==> config.mk <==
export PLATFORM = sky130hd
export DESIGN_NAME = abaud_boot
export DESIGN_NICKNAME = d
export VERILOG_FILES = /design/src/rtl/abaud_pkg.sv /design/src/rtl/abaud_meter.sv /design/src/rtl/abaud_tx.sv /design/src/rtl/abaud_rx.sv /design/src/rtl/abaud_boot.sv
export SDC_FILE = /design/constraint.sdc
export NUM_CORES = 1
export LEC_CHECK = 0
export BUFFER_PORTS_ARGS = -buffer_cell sky130_fd_sc_hd__buf_2
export CAP_MARGIN = 20
export CORE_UTILIZATION = 45
export CTS_BUF_LIST = sky130_fd_sc_hd__clkbuf_8
export DETAILED_ROUTE_END_ITERATION = 12
export GPL_ROUTABILITY_DRIVEN = 1
export PLACE_DENSITY = 0.65
export RECOVER_POWER = 100
export SLEW_MARGIN = 20
export SYNTH_ARGS = -nofsm -noshare
export SYNTH_HDL_FRONTEND = slang
export SYNTH_SLANG_ARGS = --single-unit
==> constraint.sdc <==
create_clock -name clk_i -period 18.4 [get_ports clk_i]
set_clock_uncertainty 0.2 [all_clocks]
set_input_delay 0.92 -clock clk_i [delete_from_list [all_inputs] [get_ports clk_i]]
set_output_delay 0.92 -clock clk_i [all_outputs]
set_load 0.01 [all_outputs]
==> src/rtl/abaud_pkg.sv <==
package abaud_pkg;

  typedef enum logic [1:0] {
    PH_MEASURE,
    PH_SEND,
    PH_CONFIRM,
    PH_LOCKED
  } phase_e;

  // nearest-integer divide of a low run by nine bit periods
  function automatic int unsigned div_of_low(int unsigned low);
    return (low + 32'd4) / 32'd9;
  endfunction

  // true when the run lies inside the window of one supported rate
  function automatic logic rate_fits(int unsigned low, int unsigned clk_hz,
                                     int unsigned base_rate, int unsigned steps,
                                     int unsigned tol_shift);
    logic hit;
    hit = 1'b0;
    for (int unsigned k = 0; k < steps; k++) begin
      int unsigned nom;
      int unsigned dev;
      nom = 32'd9 * (clk_hz / (base_rate << k));
      dev = (low > nom) ? (low - nom) : (nom - low);
      if (dev <= (nom >> tol_shift)) hit = 1'b1;
    end
    return hit;
  endfunction

endpackage

==> src/rtl/abaud_meter.sv <==
module abaud_meter #(
  parameter int unsigned CLK_HZ     = 33_000_000,
  parameter int unsigned BASE_RATE  = 4800,
  parameter int unsigned RATE_STEPS = 3,
  parameter int unsigned TOL_SHIFT  = 4,
  parameter int unsigned CNT_W      = 17,
  parameter int unsigned DIV_W      = 14
) (
  input  logic             clk_i,
  input  logic             rst_ni,
  input  logic             en_i,
  input  logic             rxd_s_i,
  output logic             done_o,
  output logic             reject_o,
  output logic [DIV_W-1:0] div_o
);
  import abaud_pkg::*;

  typedef enum logic [1:0] {M_WAIT, M_LOW, M_HIGH} meter_e;

  localparam logic [CNT_W-1:0] CNT_MAX = '1;

  meter_e           ph_q;
  logic             prev_q;
  logic [CNT_W-1:0] low_q;
  logic [DIV_W-1:0] high_q;
  logic [DIV_W-1:0] div_q;
  logic             fall;
  logic             fits;

  assign fall  = prev_q & ~rxd_s_i;
  assign fits  = rate_fits(32'(low_q), CLK_HZ, BASE_RATE, RATE_STEPS, TOL_SHIFT);
  assign div_o = div_q;

  always_ff @(posedge clk_i or negedge rst_ni) begin
    if (!rst_ni) begin
      prev_q   <= 1'b1;
      ph_q     <= M_WAIT;
      low_q    <= '0;
      high_q   <= '0;
      div_q    <= '0;
      done_o   <= 1'b0;
      reject_o <= 1'b0;
    end else begin
      prev_q   <= rxd_s_i;
      done_o   <= 1'b0;
      reject_o <= 1'b0;
      if (!en_i) begin
        ph_q <= M_WAIT;
      end else begin
        case (ph_q)
          M_WAIT: if (fall) begin
            low_q <= CNT_W'(1);
            ph_q  <= M_LOW;
          end
          M_LOW: if (!rxd_s_i) begin
            if (low_q != CNT_MAX) low_q <= low_q + CNT_W'(1);
          end else if (fits) begin
            div_q  <= DIV_W'(div_of_low(32'(low_q)));
            high_q <= DIV_W'(1);
            ph_q   <= M_HIGH;
          end else begin
            reject_o <= 1'b1;
            ph_q     <= M_WAIT;
          end
          M_HIGH: if (!rxd_s_i) begin
            reject_o <= 1'b1;
            low_q    <= CNT_W'(1);
            ph_q     <= M_LOW;
          end else if (high_q >= div_q) begin
            done_o <= 1'b1;
            ph_q   <= M_WAIT;
          end else begin
            high_q <= high_q + DIV_W'(1);
          end
          default: ph_q <= M_WAIT;
        endcase
      end
    end
  end

endmodule

==> src/rtl/abaud_tx.sv <==
module abaud_tx #(
  parameter int unsigned DIV_W = 14
) (
  input  logic             clk_i,
  input  logic             rst_ni,
  input  logic             start_i,
  input  logic [DIV_W-1:0] div_i,
  input  logic [7:0]       data_i,
  output logic             txd_o,
  output logic             done_o
);
  logic             busy_q;
  logic [9:0]       sh_q;
  logic [3:0]       idx_q;
  logic [DIV_W-1:0] cyc_q;

  assign txd_o = ~busy_q | sh_q[0];

  always_ff @(posedge clk_i or negedge rst_ni) begin
    if (!rst_ni) begin
      busy_q <= 1'b0;
      sh_q   <= '1;
      idx_q  <= '0;
      cyc_q  <= '0;
      done_o <= 1'b0;
    end else begin
      done_o <= 1'b0;
      if (!busy_q) begin
        if (start_i) begin
          busy_q <= 1'b1;
          sh_q   <= {1'b1, data_i, 1'b0};
          idx_q  <= '0;
          cyc_q  <= DIV_W'(1);
        end
      end else if (cyc_q >= div_i) begin
        cyc_q <= DIV_W'(1);
        if (idx_q == 4'd9) begin
          busy_q <= 1'b0;
          done_o <= 1'b1;
        end else begin
          sh_q  <= {1'b1, sh_q[9:1]};
          idx_q <= idx_q + 4'd1;
        end
      end else begin
        cyc_q <= cyc_q + DIV_W'(1);
      end
    end
  end

endmodule

==> src/rtl/abaud_rx.sv <==
module abaud_rx #(
  parameter int unsigned DIV_W = 14
) (
  input  logic             clk_i,
  input  logic             rst_ni,
  input  logic             en_i,
  input  logic             rxd_s_i,
  input  logic [DIV_W-1:0] div_i,
  output logic [7:0]       data_o,
  output logic             valid_o,
  output logic             ferr_o
);
  logic             prev_q;
  logic             act_q;
  logic [DIV_W-1:0] cnt_q;
  logic [3:0]       idx_q;
  logic [7:0]       sh_q;

  always_ff @(posedge clk_i or negedge rst_ni) begin
    if (!rst_ni) begin
      prev_q  <= 1'b1;
      act_q   <= 1'b0;
      cnt_q   <= '0;
      idx_q   <= '0;
      sh_q    <= '0;
      data_o  <= '0;
      valid_o <= 1'b0;
      ferr_o  <= 1'b0;
    end else begin
      prev_q  <= rxd_s_i;
      valid_o <= 1'b0;
      ferr_o  <= 1'b0;
      if (!en_i) begin
        act_q <= 1'b0;
      end else if (!act_q) begin
        if (prev_q && !rxd_s_i) begin
          act_q <= 1'b1;
          cnt_q <= div_i >> 1;
          idx_q <= '0;
        end
      end else if (cnt_q != '0) begin
        cnt_q <= cnt_q - DIV_W'(1);
      end else begin
        cnt_q <= div_i - DIV_W'(1);
        if (idx_q == 4'd0) begin
          if (rxd_s_i) act_q <= 1'b0;
          else         idx_q <= 4'd1;
        end else if (idx_q == 4'd9) begin
          act_q <= 1'b0;
          if (rxd_s_i) begin
            valid_o <= 1'b1;
            data_o  <= sh_q;
          end else begin
            ferr_o <= 1'b1;
          end
        end else begin
          sh_q  <= {rxd_s_i, sh_q[7:1]};
          idx_q <= idx_q + 4'd1;
        end
      end
    end
  end

endmodule

==> src/rtl/abaud_boot.sv <==
module abaud_boot #(
  parameter int unsigned CLK_HZ     = 33_000_000,
  parameter int unsigned BASE_RATE  = 4800,
  parameter int unsigned RATE_STEPS = 3,
  parameter int unsigned TOL_SHIFT  = 4,
  parameter int unsigned DIV_W      = $clog2(2 * (CLK_HZ / BASE_RATE) + 1)
) (
  input  logic             clk_i,
  input  logic             rst_ni,
  input  logic             rxd_i,
  output logic             txd_o,
  output logic             measuring_o,
  output logic             adjusted_o,
  output logic             locked_o,
  output logic             error_o,
  output logic [DIV_W-1:0] divisor_o,
  output logic [7:0]       rx_data_o,
  output logic             rx_valid_o
);
  import abaud_pkg::*;

  localparam int unsigned CNT_W   = $clog2(2 * 9 * (CLK_HZ / BASE_RATE) + 1);
  localparam logic [7:0]  CONFIRM = 8'h55;

  logic [1:0]       sync_q;
  logic             rxd_s;
  phase_e           ph_q;
  logic [DIV_W-1:0] div_q;
  logic             tx_start_q;
  // internal events brought out for the checker
  logic             meas_done;
  logic             meas_reject;
  logic [DIV_W-1:0] meas_div;
  logic             tx_done;
  logic             rx_valid;
  logic             rx_ferr;
  logic [7:0]       rx_byte;

  assign rxd_s = sync_q[1];

  always_ff @(posedge clk_i or negedge rst_ni) begin
    if (!rst_ni) sync_q <= 2'b11;
    else         sync_q <= {sync_q[0], rxd_i};
  end

  abaud_meter #(
    .CLK_HZ(CLK_HZ), .BASE_RATE(BASE_RATE), .RATE_STEPS(RATE_STEPS),
    .TOL_SHIFT(TOL_SHIFT), .CNT_W(CNT_W), .DIV_W(DIV_W)
  ) meter_i (
    .clk_i(clk_i), .rst_ni(rst_ni), .en_i(ph_q == PH_MEASURE), .rxd_s_i(rxd_s),
    .done_o(meas_done), .reject_o(meas_reject), .div_o(meas_div)
  );

  abaud_tx #(.DIV_W(DIV_W)) tx_i (
    .clk_i(clk_i), .rst_ni(rst_ni), .start_i(tx_start_q), .div_i(div_q),
    .data_i(8'h00), .txd_o(txd_o), .done_o(tx_done)
  );

  abaud_rx #(.DIV_W(DIV_W)) rx_i (
    .clk_i(clk_i), .rst_ni(rst_ni),
    .en_i((ph_q == PH_CONFIRM) || (ph_q == PH_LOCKED)),
    .rxd_s_i(rxd_s), .div_i(div_q),
    .data_o(rx_byte), .valid_o(rx_valid), .ferr_o(rx_ferr)
  );

  always_ff @(posedge clk_i or negedge rst_ni) begin
    if (!rst_ni) begin
      ph_q       <= PH_MEASURE;
      div_q      <= '0;
      tx_start_q <= 1'b0;
      error_o    <= 1'b0;
    end else begin
      tx_start_q <= 1'b0;
      error_o    <= 1'b0;
      case (ph_q)
        PH_MEASURE: begin
          if (meas_reject) error_o <= 1'b1;
          if (meas_done) begin
            div_q      <= meas_div;
            tx_start_q <= 1'b1;
            ph_q       <= PH_SEND;
          end
        end
        PH_SEND: if (tx_done) ph_q <= PH_CONFIRM;
        PH_CONFIRM: begin
          if (rx_ferr || (rx_valid && rx_byte != CONFIRM)) begin
            error_o <= 1'b1;
            ph_q    <= PH_MEASURE;
          end else if (rx_valid) begin
            ph_q <= PH_LOCKED;
          end
        end
        PH_LOCKED: if (rx_ferr) error_o <= 1'b1;
        default: ph_q <= PH_MEASURE;
      endcase
    end
  end

  assign measuring_o = (ph_q == PH_MEASURE);
  assign adjusted_o  = (ph_q == PH_CONFIRM) || (ph_q == PH_LOCKED);
  assign locked_o    = (ph_q == PH_LOCKED);
  assign divisor_o   = div_q;
  assign rx_data_o   = rx_byte;
  assign rx_valid_o  = rx_valid && (ph_q == PH_LOCKED);

endmodule

==> impl_results.md, run 1 <==
* First-pass GRT wire length at 72900 µm
* Synth area leader: dfrtp_1
* Final WS setup at around 2.0 ns
* Post-synth top cells: nand2_1 (199), nor2_1 (188), o21ai_0 (155), a21oi_1 (132), dfrtp_1 (124)
* Top_reg_cell synth: dfrtp_1
* Violated checks: max-capacitance violations, max-slew violations
* Clk Latency, worst-skew pair at 0.47 ns
* Hold_sp: sync_q[0]$_DFF_PN1_
* Critical Path AT at ~17 ns
* Crit path depth at 44
* Largest net degree at the start of global routing at 77
* Reg2reg path depth at 44
* Max_cap viols at 2
* Hold Path Sink: sync_q[1]$_DFF_PN1_
* Status: finished with violations
* Row cnt at 68
* TNS Setup at 0 ns
* Critical path's slowest cell: dfrtp_1
* Min cycle time layout at 16.38 ns
* Unrepaired setup endpoints after global routing: false
* I/O pin count at 31
* EDFF count, synth at 0
* Die width at 189 µm
* Pwr Density at between 60 and 70 mW/mm²
* Cts bufs inserted at 17
* Initial Util at 0.458
* Reg2reg start: meter_i.low_q[2]$_DFFE_PN0P_
* Hold Violations, Final at 0
* CP Data Required Time at about 19 ns
* Die area at 0.0359 mm²
* Final Net Count at about 2k
* Critical path class: reg2reg
* Crit share post-route at 0.890
* Routed wire length at 44800 µm
* CTS resizes at 0
* Vias at approximately 15k
* Async S/R FF share, synth at 1.00
* Cells after synthesis at 1961
* Critical-path maximum fanout at 22
* Longest Clk Path Bufs at 2
* Slew Limit Fails at 139
* Slew HR at -1.88
* FMAX at 0.0611 GHz
* Antenna violations before repair at 1
* PortBufs at 30
* Drt first pass iters at 7
* CTS sink cnt at about 140
* Worst R2R End: meter_i.div_o[0]$_DFFE_PN0P_
* Least-Margin Pin Slew at 4.32 ns
* Layout cells sized above 1 at 0.150
* Leakage Power at 6.41 nW
* H-tree levels at 4
* WHS Path Cells at 0
* Iter 0 DRT Violations at 1313
* # diodes at 0
* Synth area leaders: dfrtp_1 (20%), ha_1 (5.0%), o21ai_0 (4.9%)
* Syn_nets at ~2.0k
* ANT nets after route at 0
* Critical path's top delay family: compound AO/OA/AOI/OAI gates
* Most common cell in the netlist: nand2_1
* Count of different cell masters after synthesis at 166
* Area grow syn2layout at 3.28%
* Slowest stage delay, CP at 0.85 ns
* Gr usage total at 0.248
* Final setup violation count at 0
* FF+latch count, synth at ~140
* Share of the synthesized area in the top cell type at 0.196
* Tightest Hold Check Type: reg2reg
* Worst-path clk slew at 0.10 ns
* Cts hold-fix bufs at 0
* Post-CTS setup buffer count at 0
* Core Area at ~0.035 mm²
* DRC viols at 0
* Critical path launch point type: flip-flop
* Peak supply drop at 0.0417 mV
* HPWL after DPL at approximately 34000 µm
* Mean routed wirelength per cell at 18.7 µm
* Avg Cell Area, Syn at 8.06 µm²
* Netlist Area Pre-Place at 0.0158 mm²
* Register area share after synthesis at 0.216
* Via density at 6.23
* Number of global-route vias before repair at around 14k
* CP Buf/Inv Count at 1
* Worst R2R Setup Slack at slightly above 2 ns
* Grt ovf at 0
* Warnings, synthesis at 0
* Root Buffer: clkbuf_8
* Design Power at slightly below 1 mW
* CTS tree: done
* Setup crit end kind: flip-flop
* GPL Wtd Cong at 0.926
* Post-Place Setup Slack at 2.56 ns
* Die Height at 189 µm
==> cell families (layout without fill, tap and decap cells) <==
kind of cell,count (synthesis),in the layout,share of synthesized area
buf+inv,164,146,0.0598
mux,41,41,0.0290
simple gates,792,792,0.271
fa+ha+maj,63,63,0.0499
compound gates,635,635,0.297
flops,136,136,0.216
xor+xnor,130,130,0.0773
==> power by group <==
part / total (mW) / switching, mW / internal (mW)
sequential: 0.321 / 0.0163 / 0.304
clock: 0.288 / 0.137 / 0.151
combinational: 0.382 / 0.260 / 0.122
total: 0.991 / 0.413 / 0.578
==> worst register-to-register path, delay by kind of cell, from the launching register on <==
kind	cells	cell delay (ns)
AOI/OAI and AO/OA	24	7.71
and+or+nand+nor	13	5.19
adders and majority gates	2	0.86
DFF	1	0.85
buffers and inverters	1	0.54
muxes	2	0.53
xor gates and xnor gates	2	0.40
==> area by class of cell <==
type / instances / area, µm²
timing repair buffer: 47 / 220
clock inverter: 15 / 213
sequential: 136 / 3420
clock buffer: 17 / 234
fill: 3450 / 18200
tap: 455 / 569
inverter: 67 / 251
multi-input combinational: 1661 / 11400
==> flip-flops by register name, indices dropped and copies added (netlist names), 4 cells and up <==
register / count
rx_i.data_o: 8
rx_i.cnt_q: 14
tx_i.sh_q: 9
tx_i.cyc_q: 14
divisor_o: 14
rx_i.idx_q: 4
meter_i.low_q: 17
meter_i.div_o: 14
meter_i.high_q: 14
rx_i.sh_q: 8
tx_i.idx_q: 4
==> layout by cell type, fill, tap and decap left out, drive strengths merged, types with 35 or more instances in the layout <==
cell type	n
nand4	35
dfrtp	124
clkbuf	51
nor2	200
o21ai	179
xnor2	86
xor2	44
nor3	52
inv	72
ha	63
nand3	79
nand2	210
a21oi	148
==> worst max path at each step <==
stage / startpoint / end / slack (ns)
after floorplan: meter_i.low_q[2]$_DFFE_PN0P_ / meter_i.div_o[0]$_DFFE_PN0P_ / 5.20
after global placement: meter_i.low_q[2]$_DFFE_PN0P_ / meter_i.div_o[0]$_DFFE_PN0P_ / 3.09
after detailed placement: meter_i.low_q[2]$_DFFE_PN0P_ / meter_i.div_o[0]$_DFFE_PN0P_ / 2.56
after CTS: meter_i.low_q[2]$_DFFE_PN0P_ / meter_i.div_o[0]$_DFFE_PN0P_ / 2.53
after global routing: meter_i.low_q[2]$_DFFE_PN0P_ / meter_i.div_o[0]$_DFFE_PN0P_ / 0.87
final: meter_i.low_q[2]$_DFFE_PN0P_ / meter_i.div_o[0]$_DFFE_PN0P_ / 2.02
==> per-layer routing <==
| metal | track usage | wire, µm | vias up |
|---|---|---|---|
| met5 | 0 | 32 | - |
| met4 | 0.0850 | 1110 | 2 |
| met3 | 0.0343 | 2350 | 74 |
| met2 | 0.407 | 20600 | 447 |
| met1 | 0.333 | 20700 | 7184 |
| li1 | - | - | 7227 |
==> per-stage QoR <==
step | hold slack [ns] | util | std cells | area (µm²)
3_5_place_dp | 0.147 | 0.462 | 2366 | 16000
2_1_floorplan | 0.145 | - | 1961 | 15800
4_1_cts | 0.159 | 0.475 | 2398 | 16400
5_1_grt | 0.168 | 0.473 | 2398 | 16300
3_3_place_gp | 0.147 | 0.462 | 2366 | 16000
6_report | 0.163 | 0.473 | 2398 | 16300
No activity file was read; power rests on OpenSTA's default activity.
==> run 2, diff against run 1 <==
--- a/config.mk
+++ b/config.mk
@@ -7,6 +7,7 @@
 export LEC_CHECK = 0
 export BUFFER_PORTS_ARGS = -buffer_cell sky130_fd_sc_hd__buf_2
 export CAP_MARGIN = 20
+export CORE_ASPECT_RATIO = 0.7
 export CORE_UTILIZATION = 45
 export CTS_BUF_LIST = sky130_fd_sc_hd__clkbuf_8
 export DETAILED_ROUTE_END_ITERATION = 12
==> run 2 against run 1 <==
Against the previous run: the flow still finishes with violations (max-capacitance violations, max-slew violations); combinational power grew 2%; sequential share of layout area is essentially flat; final area is essentially flat; critical path type unchanged.
==> impl_results.md, run 2 (synthesis gave the netlist of run 1 again) <==
* Row cnt at 57
* Hold Violations, Final at 0
* Final WS setup at 1.54 ns
* Max reg flops at 17
* Clk Latency, worst-skew pair at 0.48 ns
* # diodes at 0
* Max_cap viols at 2
* CP Data Required Time at around 19 ns
* CTS sink cnt at 136
* Via density at roughly 6.3
* Critical path class: reg2reg
* Least-Margin Pin Slew at slightly above 4 ns
* Design Power at just under 1 mW
* CP Buf/Inv Count at 1
* Sw power at 0.416 mW
* Die area at 0.0359 mm²
* Final setup violation count at 0
* PortBufs at 30
* Post-CTS setup buffer count at 0
* Drt first pass iters at 8
* HPWL after DPL at roughly 35000 µm
* Critical path's top delay family: compound AO/OA/AOI/OAI gates
* Net Sw Frac at 0.424
* Final Cell Area at between 0.015 and 0.02 mm²
* Worst-path clk slew at 0.08 ns
* Int Pwr at roughly 0.57 mW
* Layout cells sized above 1 at 0.150
* Setup crit end kind: flip-flop
* Violated checks: max-capacitance violations, max-slew violations
* DP Area at ~0.016 mm²
* Critical path launch point type: flip-flop
* Most common cell after layout, fill and taps aside: nand2_1
* I/O pin count at 31
* Seq pwr share at 0.327
* Iter 0 DRT Violations at 1825
* Gr usage total at 0.258
* Clock share of power at 0.275
* Grt ovf at 0
* FMAX at 0.0593 GHz
* Tightest Hold Check Type: reg2reg
* Critical Path AT at 17.06 ns
* GPL Wtd Cong at roughly 0.98
* H-tree levels at 4
* Die Height at 159 µm
* Vias at 15.3k
* Post-Place Setup Slack at 2.45 ns
* Leakage Power at 6.40 nW
* Largest reg by FF count: meter_i.low_q
* Critical path's slowest cell: o41ai_1
* Initial Util at 0.456
* Root Buffer: clkbuf_8
* TNS Setup at 0 ns
* Critical-path maximum fanout at 22
* Largest net degree at the start of global routing at about 80
* Number of global-route vias before repair at about 14k
* First-pass GRT wire length at roughly 75000 µm
* Final Net Count at approximately 2k
* CTS tree: done
* Pwr Density at 60.2 mW/mm²
* Status: finished with violations
* Core Area at approximately 0.035 mm²
* Unrepaired setup endpoints after global routing: false
* Min cycle time layout at 16.86 ns
* Cell mode on critical path: nor2_1
* Peak supply drop at 0.0457 mV
* Longest Clk Path Bufs at 2
* CTS resizes at 0
* Cts bufs inserted at 17
* Slew HR at -1.77
* Area grow syn2layout at 3.23%
* Cts hold-fix bufs at 0
* Antenna violations before repair at 0
* Final core utilization at 0.471
* Slowest stage delay, CP at 0.91 ns
* Crit share post-route at 0.916
* Die width at ~230 µm
* DRC viols at 0
* Routed wire length at ~47000 µm
* ANT nets after route at 0
* Combinational fraction of design power at 0.397
* Mean routed wirelength per cell at 19.3 µm
* Slew Limit Fails at about 140
* Commonest cells after routing, fill and taps aside: nand2_1 (199), nor2_1 (190), o21ai_0 (155)
-- run 2: routing by layer --
layer  global-route usage  vias up  share of wire
met3               0.0503       33          0.093
li1                     -     7224              -
met5                    0        -              0
met2                0.344      692           0.39
met1                0.418     7322           0.50
met4               0.0411        0         0.0088
-- run 2: per-stage QoR --
step	std cells	hold slack [ns]
3_5_place_dp	2384	0.197
5_1_grt	2417	0.286
6_report	2417	0.271
3_3_place_gp	2384	0.205
2_1_floorplan	1961	0.145
4_1_cts	2416	0.220
-- run 2: worst reg2reg max path, delay by kind of cell, from the launching register on --
family          cells  cell delay, ns
buf+inv             1            0.57
mux                 1            0.10
simple gates       14            5.00
compound gates     23            8.24
xor+xnor            3            0.93
flops               1            0.87
fa+ha+maj           2            0.88
-- run 2: path summary, 6_finish.rpt --
check,slack [ns],end,start,depth (start not counted)
setup / recovery,1.54,meter_i.div_o[0]$_DFFE_PN0P_,meter_i.low_q[2]$_DFFE_PN0P_,44
hold / removal,0.27,tx_i.sh_q[8]$_DFFE_PN1P_,tx_i.sh_q[8]$_DFFE_PN1P_,2
setup reg to reg,1.54,meter_i.div_o[0]$_DFFE_PN0P_,meter_i.low_q[2]$_DFFE_PN0P_,44
hold reg to reg,0.27,tx_i.sh_q[8]$_DFFE_PN1P_,tx_i.sh_q[8]$_DFFE_PN1P_,2
max in group asynchronous,11.47,rx_i.data_o[4]$_DFFE_PN0P_,rst_ni,2
min in group asynchronous,1.33,tx_i.cyc_q[3]$_DFFE_PN0P_,rst_ni,1
-- run 2: final cells by class --
type                    count  area [µm²]
clock buffers              18         248
clock inverters            14         170
fillers                  3413       18300
inverters                  67         251
multi-input cells        1661       11400
flip-flops and latches    136        3420
well taps                 472         591
repair buffers             49         228
-- run 2: power by group through the flow --
stage	logic, mW	registers, mW	clock network (mW)
4_1_cts	0.381	0.321	0.274
2_1_floorplan	0.300	0.317	0
3_5_place_dp	0.378	0.326	0
3_3_place_gp	0.377	0.326	0
5_1_grt	0.422	0.323	0.286
6_report	0.390	0.321	0.270
